`src/rtl/dma_gov_pkg.sv`:
```
package dma_gov_pkg;
  typedef enum logic [2:0] {
    GS_IDLE,
    GS_START,
    GS_XFER,
    GS_DEAD,
    GS_TAIL
  } gov_state_t;
endpackage

```
`src/rtl/dma_chan_pick.sv`:
```
// Fixed-priority pick: lowest set request index wins.
module dma_chan_pick #(
  parameter int NCH = 4,
  localparam int CW = (NCH > 1) ? $clog2(NCH) : 1
) (
  input  logic [NCH-1:0] req,
  output logic           valid,
  output logic [CW-1:0]  idx
);
  logic [CW-1:0] stage [NCH+1];

  assign stage[NCH] = '0;

  genvar g;
  generate
    for (g = NCH - 1; g >= 0; g--) begin : g_chain
      assign stage[g] = req[g] ? CW'(g) : stage[g+1];
    end
  endgenerate

  assign valid = |req;
  assign idx   = stage[0];
endmodule

```
`src/rtl/dma_gap_timer.sv`:
```
// Down-counter that holds off the next burst start.
module dma_gap_timer #(
  parameter int GAP_W = 10
) (
  input  logic             clk,
  input  logic             rst,
  input  logic             load,
  input  logic [GAP_W-1:0] load_val,
  output logic             gap_ok
);
  logic [GAP_W-1:0] cnt;

  always_ff @(posedge clk) begin
    if (rst) begin
      cnt <= '0;
    end else if (load) begin
      cnt <= load_val;
    end else if (cnt != '0) begin
      cnt <= cnt - 1'b1;
    end
  end

  // A start decided while the count is at 1 or 0 puts the first
  // hold cycle exactly one full gap after the last byte.
  assign gap_ok = (cnt <= GAP_W'(1));
endmodule

```
`src/rtl/dma_burst_seq.sv`:
```
// Burst sequencer: start overhead, byte phase, dead cycles, tail.
module dma_burst_seq
  import dma_gov_pkg::*;
#(
  parameter int NCH        = 4,
  parameter int MAXB_W     = 7,
  parameter int FETCH_CLKS = 2,
  parameter int EXTRA_CLKS = 3,
  parameter int TAIL_CLKS  = 2,
  localparam int CW         = (NCH > 1) ? $clog2(NCH) : 1,
  localparam int START_CLKS = FETCH_CLKS + EXTRA_CLKS,
  localparam int CNT_W      = $clog2(START_CLKS + TAIL_CLKS + 1)
) (
  input  logic              clk,
  input  logic              rst,
  input  logic              prio_ok,
  input  logic              gap_ok,
  input  logic              irq_pending,
  input  logic              pick_valid,
  input  logic [CW-1:0]     pick_idx,
  input  logic [MAXB_W-1:0] burst_lim,
  output logic              gap_load,
  output logic              bus_grant,
  output logic              cpu_hold,
  output logic              xfer_strobe,
  output logic [CW-1:0]     chan_sel,
  output logic              fetch_discard,
  output logic              cpu_refetch,
  output logic              irq_go
);
  gov_state_t        state;
  logic [CNT_W-1:0]  phase_cnt;
  logic [MAXB_W-1:0] byte_cnt;
  logic [MAXB_W-1:0] lim_q;
  logic [CW-1:0]     cur_ch;
  logic              refetch_q;
  logic              start_now;
  logic [MAXB_W-1:0] byte_next;
  logic              last_byte;

  assign start_now = (state == GS_IDLE) && pick_valid && prio_ok && gap_ok;
  assign byte_next = byte_cnt + 1'b1;
  assign last_byte = (byte_next == lim_q) || !pick_valid;
  assign gap_load  = ((state == GS_XFER) && last_byte) ||
                     ((state == GS_START) && (phase_cnt == '0) && !pick_valid);

  always_ff @(posedge clk) begin
    if (rst) begin
      state     <= GS_IDLE;
      phase_cnt <= '0;
      byte_cnt  <= '0;
      lim_q     <= '0;
      cur_ch    <= '0;
      refetch_q <= 1'b0;
    end else begin
      refetch_q <= (state == GS_TAIL) && (phase_cnt == '0);
      unique case (state)
        GS_IDLE: begin
          if (start_now) begin
            state     <= GS_START;
            phase_cnt <= CNT_W'(START_CLKS - 1);
            lim_q     <= burst_lim;
          end
        end
        GS_START: begin
          if (phase_cnt != '0) begin
            phase_cnt <= phase_cnt - 1'b1;
          end else if (pick_valid) begin
            state    <= GS_XFER;
            cur_ch   <= pick_idx;
            byte_cnt <= '0;
          end else begin
            state     <= GS_TAIL;
            phase_cnt <= CNT_W'(TAIL_CLKS - 1);
          end
        end
        GS_XFER: begin
          byte_cnt <= byte_next;
          if (last_byte) begin
            state     <= GS_TAIL;
            phase_cnt <= CNT_W'(TAIL_CLKS - 1);
          end else if (pick_idx != cur_ch) begin
            state  <= GS_DEAD;
            cur_ch <= pick_idx;
          end
        end
        GS_DEAD: begin
          state <= GS_XFER;
        end
        GS_TAIL: begin
          if (phase_cnt != '0) begin
            phase_cnt <= phase_cnt - 1'b1;
          end else begin
            state <= GS_IDLE;
          end
        end
        default: state <= GS_IDLE;
      endcase
    end
  end

  assign cpu_hold      = (state != GS_IDLE);
  assign bus_grant     = (state == GS_START) || (state == GS_XFER) || (state == GS_DEAD);
  assign xfer_strobe   = (state == GS_XFER);
  assign chan_sel      = cur_ch;
  assign fetch_discard = (state == GS_START) && (phase_cnt >= CNT_W'(EXTRA_CLKS));
  assign cpu_refetch   = refetch_q;
  assign irq_go        = irq_pending && (state == GS_IDLE) && !start_now;
endmodule

```
`src/rtl/dma_burst_governor.sv`:
```
// Top: clamps the programmed fields, gates by priority, ties the parts.
module dma_burst_governor #(
  parameter int NCH        = 4,
  parameter int MAXB_W     = 7,
  parameter int GAP_W      = 10,
  parameter int BURST_MAX  = 64,
  parameter int GAP_MIN    = 12,
  parameter int GAP_MAX    = 512,
  parameter int FETCH_CLKS = 2,
  parameter int EXTRA_CLKS = 3,
  parameter int TAIL_CLKS  = 2,
  localparam int CW = (NCH > 1) ? $clog2(NCH) : 1
) (
  input  logic              clk,
  input  logic              rst,
  input  logic [1:0]        cpu_prio,
  input  logic [1:0]        dma_prio,
  input  logic              irq_pending,
  input  logic [NCH-1:0]    chan_req,
  input  logic [MAXB_W-1:0] max_burst,
  input  logic [GAP_W-1:0]  min_gap,
  output logic              bus_grant,
  output logic              cpu_hold,
  output logic              xfer_strobe,
  output logic [CW-1:0]     chan_sel,
  output logic              fetch_discard,
  output logic              cpu_refetch,
  output logic              irq_go
);
  localparam logic [MAXB_W-1:0] BMAX_V = MAXB_W'(BURST_MAX);
  localparam logic [GAP_W-1:0]  GMIN_V = GAP_W'(GAP_MIN);
  localparam logic [GAP_W-1:0]  GMAX_V = GAP_W'(GAP_MAX);

  logic [MAXB_W-1:0] burst_lim;
  logic [GAP_W-1:0]  gap_lim;
  logic              prio_ok;
  logic              gap_ok;
  logic              gap_load;
  logic              pick_valid;
  logic [CW-1:0]     pick_idx;

  always_comb begin
    if (max_burst == '0)        burst_lim = MAXB_W'(1);
    else if (max_burst > BMAX_V) burst_lim = BMAX_V;
    else                         burst_lim = max_burst;
  end

  always_comb begin
    if (min_gap < GMIN_V)      gap_lim = GMIN_V;
    else if (min_gap > GMAX_V) gap_lim = GMAX_V;
    else                       gap_lim = min_gap;
  end

  assign prio_ok = (dma_prio >= cpu_prio);

  dma_chan_pick #(.NCH(NCH)) u_pick (
    .req   (chan_req),
    .valid (pick_valid),
    .idx   (pick_idx)
  );

  dma_gap_timer #(.GAP_W(GAP_W)) u_gap (
    .clk      (clk),
    .rst      (rst),
    .load     (gap_load),
    .load_val (gap_lim - 1'b1),
    .gap_ok   (gap_ok)
  );

  dma_burst_seq #(
    .NCH        (NCH),
    .MAXB_W     (MAXB_W),
    .FETCH_CLKS (FETCH_CLKS),
    .EXTRA_CLKS (EXTRA_CLKS),
    .TAIL_CLKS  (TAIL_CLKS)
  ) u_seq (
    .clk           (clk),
    .rst           (rst),
    .prio_ok       (prio_ok),
    .gap_ok        (gap_ok),
    .irq_pending   (irq_pending),
    .pick_valid    (pick_valid),
    .pick_idx      (pick_idx),
    .burst_lim     (burst_lim),
    .gap_load      (gap_load),
    .bus_grant     (bus_grant),
    .cpu_hold      (cpu_hold),
    .xfer_strobe   (xfer_strobe),
    .chan_sel      (chan_sel),
    .fetch_discard (fetch_discard),
    .cpu_refetch   (cpu_refetch),
    .irq_go        (irq_go)
  );
endmodule

```
`config.mk`:
```
export PLATFORM = sky130hd
export DESIGN_NAME = dma_burst_governor
export DESIGN_NICKNAME = d
export VERILOG_FILES = /design/src/rtl/dma_gov_pkg.sv /design/src/rtl/dma_chan_pick.sv /design/src/rtl/dma_gap_timer.sv /design/src/rtl/dma_burst_seq.sv /design/src/rtl/dma_burst_governor.sv
export SDC_FILE = /design/constraint.sdc
export NUM_CORES = 1
export LEC_CHECK = 0
export ABC_AREA = 1
export CAP_MARGIN = 10
export CORE_ASPECT_RATIO = 1.4
export CORE_UTILIZATION = 40
export CTS_BUF_LIST = sky130_fd_sc_hd__clkbuf_2 sky130_fd_sc_hd__clkbuf_4 sky130_fd_sc_hd__clkbuf_8
export CTS_CLUSTER_DIAMETER = 50
export DETAILED_ROUTE_END_ITERATION = 10
export HOLD_SLACK_MARGIN = 0.08
export PLACE_DENSITY = 0.57
export SYNTH_ARGS = -nofsm -noshare
export SYNTH_HDL_FRONTEND = slang
export SYNTH_HIERARCHICAL = 1
export SYNTH_SLANG_ARGS = --single-unit
```
`constraint.sdc`:
```
create_clock -name clk -period 2.8 [get_ports clk]
set_input_delay 0.56 -clock clk [delete_from_list [all_inputs] [get_ports clk]]
set_output_delay 0.56 -clock clk [all_outputs]
set_load 0.03 [all_outputs]
```
==> Yosys cells after proc, flatten, opt, wreduce, memory -nomap -nowiden <==
Cells that the tools add are included.
{ "word_totals": {"regBits": 33, "latchBits": 0, "mem_bits_rw": 0, "romBits": 0, "input_bits": 28, "out_inout_bits": 8, "elab_cells": 95, "memories": 0} }
{ "classes": {"add_sub_neg": 4, "mul": 0, "div_mod_pow": 0, "order_cmp": 6, "n_eq_ne": 16, "n_shift": 0, "muxes": 31, "n_bitwise": 0, "n_reduce_logical": 31} }
{ "op_table": {"columns": ["operator", "n"], "rows": [
  ["$mux W10", 4],
  ["$mux W3", 11],
  ["$mux W7", 4],
  ["$sub A10 B1 Y10 const B", 2],
  ["$mux W2", 8],
  ["$pmux W3 S5", 1],
  ["$pmux W7 S2", 1],
  ["$pmux W3 S4", 1],
  ["$gt A10 B10 Y1 const B", 1],
  ["$le A10 B1 Y1 const B", 1],
  ["$logic_and A1 B1 Y1", 10],
  ["$lt A10 B4 Y1 const B", 1],
  ["$reduce_and A5 Y1", 2],
  ["$reduce_bool A10 Y1", 1],
  ["$ne A2 B1 Y1 const B", 4],
  ["$ne A2 B2 Y1 const B", 4],
  ["$add A7 B1 Y7 const B", 1],
  ["$eq A7 B7 Y1", 1],
  ["$gt A7 B7 Y1 const B", 1],
  ["$logic_not A7 Y1", 1],
  ["$eq A3 B2 Y1 const B", 2],
  ["$logic_not A3 Y1", 2],
  ["$reduce_bool A3 Y1", 2],
  ["$logic_or A1 B1 Y1", 4],
  ["other kinds (16)", 18]
]} }

==> Depth between registers and ports, before layout <==
{ "depth": {"ltp_word": 8, "depth_mapped": 19, "mapped_depth_nobuf": 18} }

==> Hierarchy <==
The synthesis kept the hierarchy.
{ "by_module_without_submodules": {"columns": ["module", "n_inst", "cells_per_inst", "area_each_um2", "seq_area_each_um2"], "rows": [
  ["dma_burst_seq", 1, 219, 1447.6, 460.4],
  ["dma_gap_timer", 1, 99, 665.6, 200.2],
  ["dma_burst_governor", 1, 90, 513.0, 0.0],
  ["dma_chan_pick", 1, 9, 48.8, 0.0]
]} }

==> Worst setup path before layout <==
OpenSTA, ideal clock, no wires.
{ "synth_path": {"path_kind": "reg-to-reg", "start": "register u_seq.byte_cnt[0]", "end": "register u_gap.cnt[7]", "setup_time_ps": 109, "arrival_time_ps": 2105, "required_time_ps": 2691, "path_slack_ps": 586, "stages_incl_launch_ff": 19, "path_buffers": 1, "synth_period_minus_slack_ps": 2214, "path_cell_list": "dfxtp_1 > ha_1 > nand2_2 > nor2_4 > inv_2 > nand3b_1 > nand2_1 > nor2_1 > nand3_2 > nand2_2 > nand2_2 > o21ai_0 > buf_2 > inv_2 > or2_2 > nand2_1 > inv_1 > nand2_1 > nor2_1"} }
{ "synth_via": {"elab_chain_len": 6, "word_cells_on_any_way": 7, "classes_between": "add/sub (1); eq/ne (1); mux (1); reduce/logical (4)"} }
{ "synth_rtl": {"columns": ["element", "line_no", "source"], "rows": [
  ["start: declaration", "dma_burst_seq.sv:33", "logic [MAXB_W-1:0] byte_cnt;"],
  ["start signal: assignment", "dma_burst_seq.sv:78", "byte_cnt <= byte_next;"],
  ["$add A7 B1 Y7 (*)", "dma_burst_seq.sv:42", "assign byte_next = byte_cnt + 1'b1;"],
  ["$eq A7 B7 Y1 (*)", "dma_burst_seq.sv:43", "assign last_byte = (byte_next == lim_q) || !pick_valid;"],
  ["$logic_or A1 B1 Y1 (*)", "dma_burst_seq.sv:43", null],
  ["$logic_and A1 B1 Y1 (*)", "dma_burst_seq.sv:44", "assign gap_load = ((state == GS_XFER) && last_byte) ||"],
  ["$logic_or A1 B1 Y1 (*)", "dma_burst_seq.sv:44", null],
  ["net gap_load", "dma_burst_governor.sv:38", "logic gap_load;"],
  ["$mux W10 or $reduce_bool A2 Y1 (tied branches)", null, null],
  ["end signal: assignment", "dma_gap_timer.sv:17", "cnt <= load_val;"],
  ["end signal: assignment", "dma_gap_timer.sv:19", "cnt <= cnt - 1'b1;"],
  ["end: declaration", "dma_gap_timer.sv:11", "logic [GAP_W-1:0] cnt;"]
]} }
The timed path passes the listed nets; every way through them passes the cells marked *.
A chain may end at the register's enable or synchronous reset.

==> Worst setup path after layout <==
{ "layout_path": {"start": "input dma_prio[0]", "end": "output irq_go"} }
{ "layout_via": {"elab_chain_len": 5} }
{ "layout_rtl": {"columns": ["element", "line_no", "source"], "rows": [
  ["start: declaration", "dma_burst_governor.sv:17", "input logic [1:0] dma_prio,"],
  ["$ge A2 B2 Y1", "dma_burst_governor.sv:54", "assign prio_ok = (dma_prio >= cpu_prio);"],
  ["net prio_ok", "dma_burst_governor.sv:36", "logic prio_ok;"],
  ["$logic_and A1 B1 Y1 (2 in series)", "dma_burst_seq.sv:41", "assign start_now = (state == GS_IDLE) && pick_valid && prio_ok && gap_ok;"],
  ["$logic_not A1 Y1", "dma_burst_seq.sv:108", "assign irq_go = irq_pending && (state == GS_IDLE) && !start_now;"],
  ["$logic_and A1 B1 Y1", "dma_burst_seq.sv:108", null],
  ["end: declaration", "dma_burst_governor.sv:28", "output logic irq_go"]
]} }
The timed path passes the listed nets, and every way through them passes these cells.

==> results.ini <==
[flow_run]
cap_violations = 0

[sta]
fmax_mhz = 389.4
finalMaxSlewViolations = 0
setup_ws_ps = 231.7
period_minus_slack_ps = 2568
setup_viol = 0
period_share = 0.9173
finalHoldViolations = 0
rsz0062_at_grt = no
fin_worst_skew_ps = 3.753
setup_tns_ps = 0

[clock_network]
cts_max_level = 2
cts_hold_buf = 0
cts_buffers = 5
cts_resized = 0
clockBufferDepth = 2
clk_pin_slew_ps = 70
cts_root_buf = clkbuf_8
post_cts_buffers = 0
cts.sinks = 33
cts_tree = yes
clock_latency_ps = 290

[detailed_routing]
ant_nets = 0
post_drt_wl_per_cell_um = 11.78
routed_wl_um = 6242
drt_pass1_iterations = 6
drc = 0
vias = 2631
avgViaCountPerCell = 4.964
drt-initial-drc-count = 62

[global_routing]
grt_max_degree = 18
grt_use_total = 0.1948
grt_pass1_vias = 2383
grt_pass1_wl_um = 10750
antenna_found_initial = 0
overflow = 0

[logic_synthesis]
yosys_warnings = 6
synth-edff-count = 0
ys_types = 41
synth_largest_area_cell = dfxtp_1
ys_ff_latch = 33
synth_ff_type = dfxtp_1
synth_top_cell_area_share = 0.2470
synth_area_mm2 = 0.002675
synth_nets = 455
netlist_instances = 417
yosysSeqAreaShare = 0.2470
async_flop_share = 0
synthTopCellsByCount = nand2_1, nor2_1, inv_1
avgSynthCellArea_um2 = 6.415
yosys.cell_count.top_type = nand2_1
synthTopCellsByArea = dfxtp_1, nand2_1, nor2_1, inv_1, nand3_1

[layout]
diodes = 0
nFillCells = 665
fin_nets = 495
area_delta_synth_final_pct = 19.93
utilization = 0.5061
drive_gt1_frac = 0.1703
final_cells = 530

[critical_path]
worstReg2RegEnd = u_gap/cnt[7]$_SDFFE_PP0P_
cp_max_fo = 5
cp-end-kind = output pin
cp-start-kind = input port
rr_worst_depth = 17
worstReg2RegStart = u_seq/byte_cnt[0]$_SDFFE_PP0P_
cp-startpoint = dma_prio[0]
rrSetupSlack_ps = 300
path_class = input port to output pin
required_ps = 2240
worstPathArrival_ps = 2010

[floorplanning]
die_height_um = 98.76
rows = 34
die_area_mm2 = 0.007023
core_mm2 = 0.006339
initial_core_util = 0.4220
die_x_um = 71.12
ioPinCount = 36

[placed_design]
dp.cells = 522
dp_slack_ps = 207.3
port_buffers = 35
dp_hpwl_um = 5062
place.gp.congestion = 0.8127

[power_and_ir_drop]
power_density_mw_per_mm2 = 776.9
p_leak_nw = 1.527
vdd_drop_max_mv = 0.2662
finalPower_mw = 2.492

[status]
status = finished clean

[min_path]
hold_path.class = flop to flop
min_to = u_seq/lim_q[3]$_SDFFE_PP0P_
hold_start = u_seq/lim_q[3]$_SDFFE_PP0P_
min_path_cells = 2

==> power by group <==
part           switching, mW  leakage, nW  total (mW)  internal (mW)
registers              0.117        0.270       0.717          0.600
logic                  0.856         1.21        1.41          0.550
clock network          0.187       0.0484       0.369          0.182
total                   1.16         1.53        2.49           1.33
==> cell families (layout without fill, tap and decap cells) <==
family,Yosys count,in the layout,synth area share
buf+inv,78,119,0.1127
compound gates,58,58,0.1221
simple gates,226,226,0.4341
fa+ha+maj,10,10,0.04677
other cells,1,1,0.001402
xor+xnor,11,11,0.03602
flops,33,33,0.2470
==> through the flow <==
step	instance area, um^2	hold slack (ps)
2_1_floorplan	2675	444.2
3_3_place_gp	3122	471.3
3_5_place_dp	3122	471.8
4_1_cts	3208	482.7
5_1_grt	3208	507.1
6_report	3208	480.3
==> worst max-delay path: stages <==
cell	delay, ps
clkdlybuf4s50_1	450
inv_1	40
ha_1	250
o21ai_0	160
nand2_1	110
nand4_2	120
inv_2	70
nor2_1	90
buf_4	160
==> metal layers <==
metal | wire [um] | track usage | up-vias | share of wire
li1 | - | - | 1400 | -
met1 | 2526 | 0.2047 | 1197 | 0.40
met2 | 3522 | 0.3839 | 27 | 0.56
met4 | 90 | 0.06462 | 0 | 0.014
met5 | 0 | 0 | - | 0
met3 | 103 | 0.03067 | 7 | 0.017
==> placed cells by master, fill, tap and decap left out, drive strengths merged, types with 2 or more instances in the layout <==
cell / n
nand2: 101
nor2: 78
inv: 70
clkdlybuf4s50: 34
dfxtp: 33
nand3: 32
o21ai: 26
a21oi: 22
ha: 10
xnor2: 8
buf: 7
nand4: 7
clkbuf: 6
nor3: 4
xor2: 3
o22ai: 2
clkinv: 2
or2: 2
o211ai: 2
a31oi: 2
o21bai: 2
==> flip-flops by register name (all words and copies together) (netlist names) <==
register	count
u_seq/chan_sel	2
u_gap/cnt	10
u_seq/byte_cnt	7
u_seq/state	3
u_seq/cpu_refetch	1
u_seq/phase_cnt	3
u_seq/lim_q	7
==> layout make-up <==
type | instances | area [um^2] | area share
timing repair buffer | 41 | 392.9 | 0.1225
multi-input combinational | 306 | 1713 | 0.5339
sequential | 33 | 660.6 | 0.2059
clock buffer | 6 | 76.32 | 0.02379
inverter | 70 | 265.3 | 0.08268
clock inverter | 2 | 10.01 | 0.003120
tap | 72 | 90.09 | 0.02808
==> how the worst max path moves through the flow <==
stage / cells after the start / slack [ps] / endpoint
6_report: 9 / 230 / irq_go
5_1_grt: 17 / 50 / u_gap/cnt[7]$_SDFFE_PP0P_
4_1_cts: 9 / 220 / irq_go
3_5_place_dp: 15 / 210 / u_gap/cnt[6]$_SDFFE_PP0P_
3_3_place_gp: 9 / 250 / irq_go
2_1_floorplan: 18 / 590 / u_gap/cnt[7]$_SDFFE_PP0P_
(Power assumes the default switching activity.)
